===== config.mk =====
export PLATFORM = sky130hd
export DESIGN_NAME = cmp_trap_unit
export DESIGN_NICKNAME = d
export VERILOG_FILES = /design/src/rtl/cmp_trap_unit.sv
export SDC_FILE = /design/constraint.sdc
export NUM_CORES = 1
export LEC_CHECK = 0
export ABC_AREA = 1
export BUFFER_PORTS_ARGS = -buffer_cell sky130_fd_sc_hd__buf_2
export CORE_MARGIN = 2
export CORE_UTILIZATION = 50
export DETAILED_ROUTE_END_ITERATION = 10
export PLACE_DENSITY = 0.95
export SYNTH_ARGS = -nofsm -noshare
export SYNTH_HDL_FRONTEND = slang
export SYNTH_SLANG_ARGS = --single-unit

===== constraint.sdc =====
create_clock -name vclk -period 8.7
set_input_delay 1.74 -clock vclk [all_inputs]
set_output_delay 1.74 -clock vclk [all_outputs]
set_load 0.02 [all_outputs]

===== src/rtl/cmp_trap_unit.sv =====
module cmp_trap_unit #(
  parameter int XLEN = 64,
  parameter int HALF = 32,
  parameter int IMMW = 16,
  parameter int TOW  = 5
) (
  input  logic [XLEN-1:0] opa,
  input  logic [XLEN-1:0] opb,
  input  logic [IMMW-1:0] imm,
  input  logic            use_imm,
  input  logic            dword,
  input  logic            logical,
  input  logic            is_trap,
  input  logic [TOW-1:0]  to_mask,
  input  logic            so_in,
  output logic [3:0]      crf,
  output logic            trap_req
);

  logic            sx;
  logic [XLEN-1:0] a_op, b_reg, b_imm, b_op;
  logic            s_lt, u_lt, eq, s_gt, u_gt;
  logic            lt, gt;
  logic [TOW-1:0]  hits;

  assign sx = is_trap | ~logical;

  assign a_op  = dword ? opa : {{(XLEN-HALF){sx & opa[HALF-1]}}, opa[HALF-1:0]};
  assign b_reg = dword ? opb : {{(XLEN-HALF){sx & opb[HALF-1]}}, opb[HALF-1:0]};
  assign b_imm = {{(XLEN-IMMW){sx & imm[IMMW-1]}}, imm};
  assign b_op  = use_imm ? b_imm : b_reg;

  assign eq   = (a_op == b_op);
  assign u_lt = (a_op < b_op);
  assign s_lt = (a_op[XLEN-1] != b_op[XLEN-1]) ? a_op[XLEN-1] : u_lt;
  assign s_gt = ~s_lt & ~eq;
  assign u_gt = ~u_lt & ~eq;

  assign lt = logical ? u_lt : s_lt;
  assign gt = logical ? u_gt : s_gt;

  assign hits = {u_gt, u_lt, eq, s_gt, s_lt} & to_mask;

  assign crf      = is_trap ? 4'b0000 : {lt, gt, eq, so_in};
  assign trap_req = is_trap & (|hits);

endmodule



==> impl_metrics.env <==
export IMPL_result_of_the_run="completed"
export IMPL_cpMaxStageDelayCell="inv_2"
export IMPL_cts_setup_buffers=0
export IMPL_floorplan_die_area_mm2=0.00596
export IMPL_io_pins=159
export IMPL_final_antenna_net_count=0
export IMPL_setup_worst_path_end_class="primary output"
export IMPL_synth_lib_cells_used_distinct=26
export IMPL_drt_initial_drc_count=221
export IMPL_synth_warnings=0
export IMPL_nFillCells=472
export IMPL_drv_slew=0
export IMPL_unrepaired_setup_endpoints_after_global_routing="false"
export IMPL_core_area_mm2=0.00514
export IMPL_gp_routability_congestion=0.844
export IMPL_detail_route_wl_per_cell_um=11.6
export IMPL_routed_via_count=3616
export IMPL_critical_path_required_ps=6960
export IMPL_timing_setup_critical_path_class="in2out"
export IMPL_placedInstanceArea_mm2=0.00350
export IMPL_post_synth_cell_area_avg_um2=5.53
export IMPL_grt_pass1_wl_um=13500
export IMPL_global_route_overflow_total=0
export IMPL_grt_start_max_net_pins=65
export IMPL_drtPass1Iterations=4
export IMPL_synth_most_common_cell="nor2_1"
export IMPL_synth_top_cells_by_count="nor2_1, nand2_1, ha_1"
export IMPL_drt_vias_per_instance=5.22
export IMPL_ir_drop_mv=0.0337
export IMPL_timing_final_crit_period_ps=6360
export IMPL_cellLeakagePower_nw=2.09
export IMPL_synth_top_area_cell="ha_1"
export IMPL_cts_hold_buf=0
export IMPL_ff_latch_area_um2=0
export IMPL_timing_critical_path_slowest_cell_delay_ps=660
export IMPL_post_route_drc=0
export IMPL_post_place_cells=692
export IMPL_postLayoutCoreUtil_pct=68.6
export IMPL_ys_seq_area_share_pct=0
export IMPL_initial_utilization_pct=52.1
export IMPL_vertical_die_dimension_um=77.2
export IMPL_critical_path_arrival_ps=4620
export IMPL_post_layout_instance_count_excluding_filler_cells=693
export IMPL_number_of_sequential_cells=0
export IMPL_drive_above_1_share_pct=29.1
export IMPL_cp_common_cell="nand2_2"
export IMPL_portBuffers=159
export IMPL_crit_fanout=64
export IMPL_tightest_slew_ps=940
export IMPL_setup_viol=0
export IMPL_final_cell_area_mm2=0.00353
export IMPL_hold_violations=0
export IMPL_syn_inst=484
export IMPL_track_usage_pct=25.9
export IMPL_first_global_vias=3417
export IMPL_largest_cells_by_area_after_synthesis="ha_1, nor2_1, nand2_1"
export IMPL_synthDominantCellAreaShare_pct=29.9
export IMPL_mappedNetlistArea_mm2=0.00268
export IMPL_wl_um=8020
export IMPL_fp_row_count=26
export IMPL_setup_tns_ps=0
export IMPL_detailed_place_hpwl_um=6540
export IMPL_top_achievable_clock_speed_mhz=157
export IMPL_power_density_mw_per_mm2=58.8
export IMPL_power_total_mw=0.207
export IMPL_worst_setup_path_start_kind="primary input"
export IMPL_syn_num_nets=702
export IMPL_worstPathCellList="buf_2 -> inv_2 -> nor2_1 -> nor2_1 -> o21ai_1 -> ha_1 -> nand2_2 -> nor2_2 -> nand2_2 -> nor2_4 -> nand2_2 -> nor2_2 -> nand2_1 -> nand2_2 -> o21bai_1 -> nand2_1 -> o21ai_1 -> nor2_1 -> buf_2"
export IMPL_path_delay_family="simple AND/OR/NAND/NOR gates"
export IMPL_antenna_found_initial=0
export IMPL_cts_repair_resized_insts=0
export IMPL_worst_hold_path_type="in2out"
export IMPL_syn_to_final_growth_pct=31.7
export IMPL_worstPathBufferInverterCount=3
export IMPL_nNetsFinal=843
export IMPL_antenna_cells=0
export IMPL_timing_final_crit_share_pct=73.1
export IMPL_timing_max_slew_rel_slack_pct=37.3
export IMPL_max_cap_violations=0
export IMPL_nClkBuffers=0
export IMPL_floorplan_die_width_um=77.2
==> layout make-up <==
cell class | instances | area [um2] | share of cell area (%)
Inverter | 28 | 105 | 2.98
Tap cell | 70 | 87.6 | 2.48
Timing Repair Buffer | 163 | 846 | 24.0
Multi-Input combinational cell | 432 | 2490 | 70.6
==> logic make-up (layout without fill, tap and decap cells) <==
group,Yosys count,count (layout),share of synthesized area [%]
and+or+nand+nor,263,263,39.3
adders and majority gates,64,64,29.9
muxes,16,16,6.03
AOI/OAI and AO/OA,89,89,17.5
buffers and inverters,52,191,7.34
==> report_power, final <==
group          internal, mW  total, mW  switching, mW
Combinational        0.0937      0.207          0.114
Clock                     0          0              0
Sequential                0          0              0
==> stage by stage <==
step / hold WS [ps] / worst slack (ps)
after floorplan: 3560 / 2900
after global placement: 3790 / 2060
after detailed placement: 3800 / 1950
after CTS: 3800 / 1940
after global routing: 3820 / 1960
final: 3800 / 2340
==> layout by cell type, fill, tap and decap left out, drive strengths merged, types with 4 or more instances in the layout <==
cell type and instances:
inv 28, nand2 98, nand3 6, o21ai 54, a21oi 28, ha 64
buf 163, mux2i 15, nor2 154, a21o 4
==> per-layer routing <==
layer | part of all wire (%) | GRT usage (%) | vias up | wire (um)
met1 | 41 | 28.7 | 1590 | 3280
met3 | 5.8 | 2.82 | 20 | 467
li1 | - | - | 1869 | -
met2 | 51 | 51.2 | 137 | 4100
met5 | 0 | 0 | - | 0
met4 | 2.1 | 6.79 | 0 | 172
==> final timing paths <==
check | startpoint | to | slack (ps) | cells past startpoint
min | is_trap | crf[1] | 3800 | 3
max | dword | crf[2] | 2340 | 19
Power figures use the tool's default switching activity.
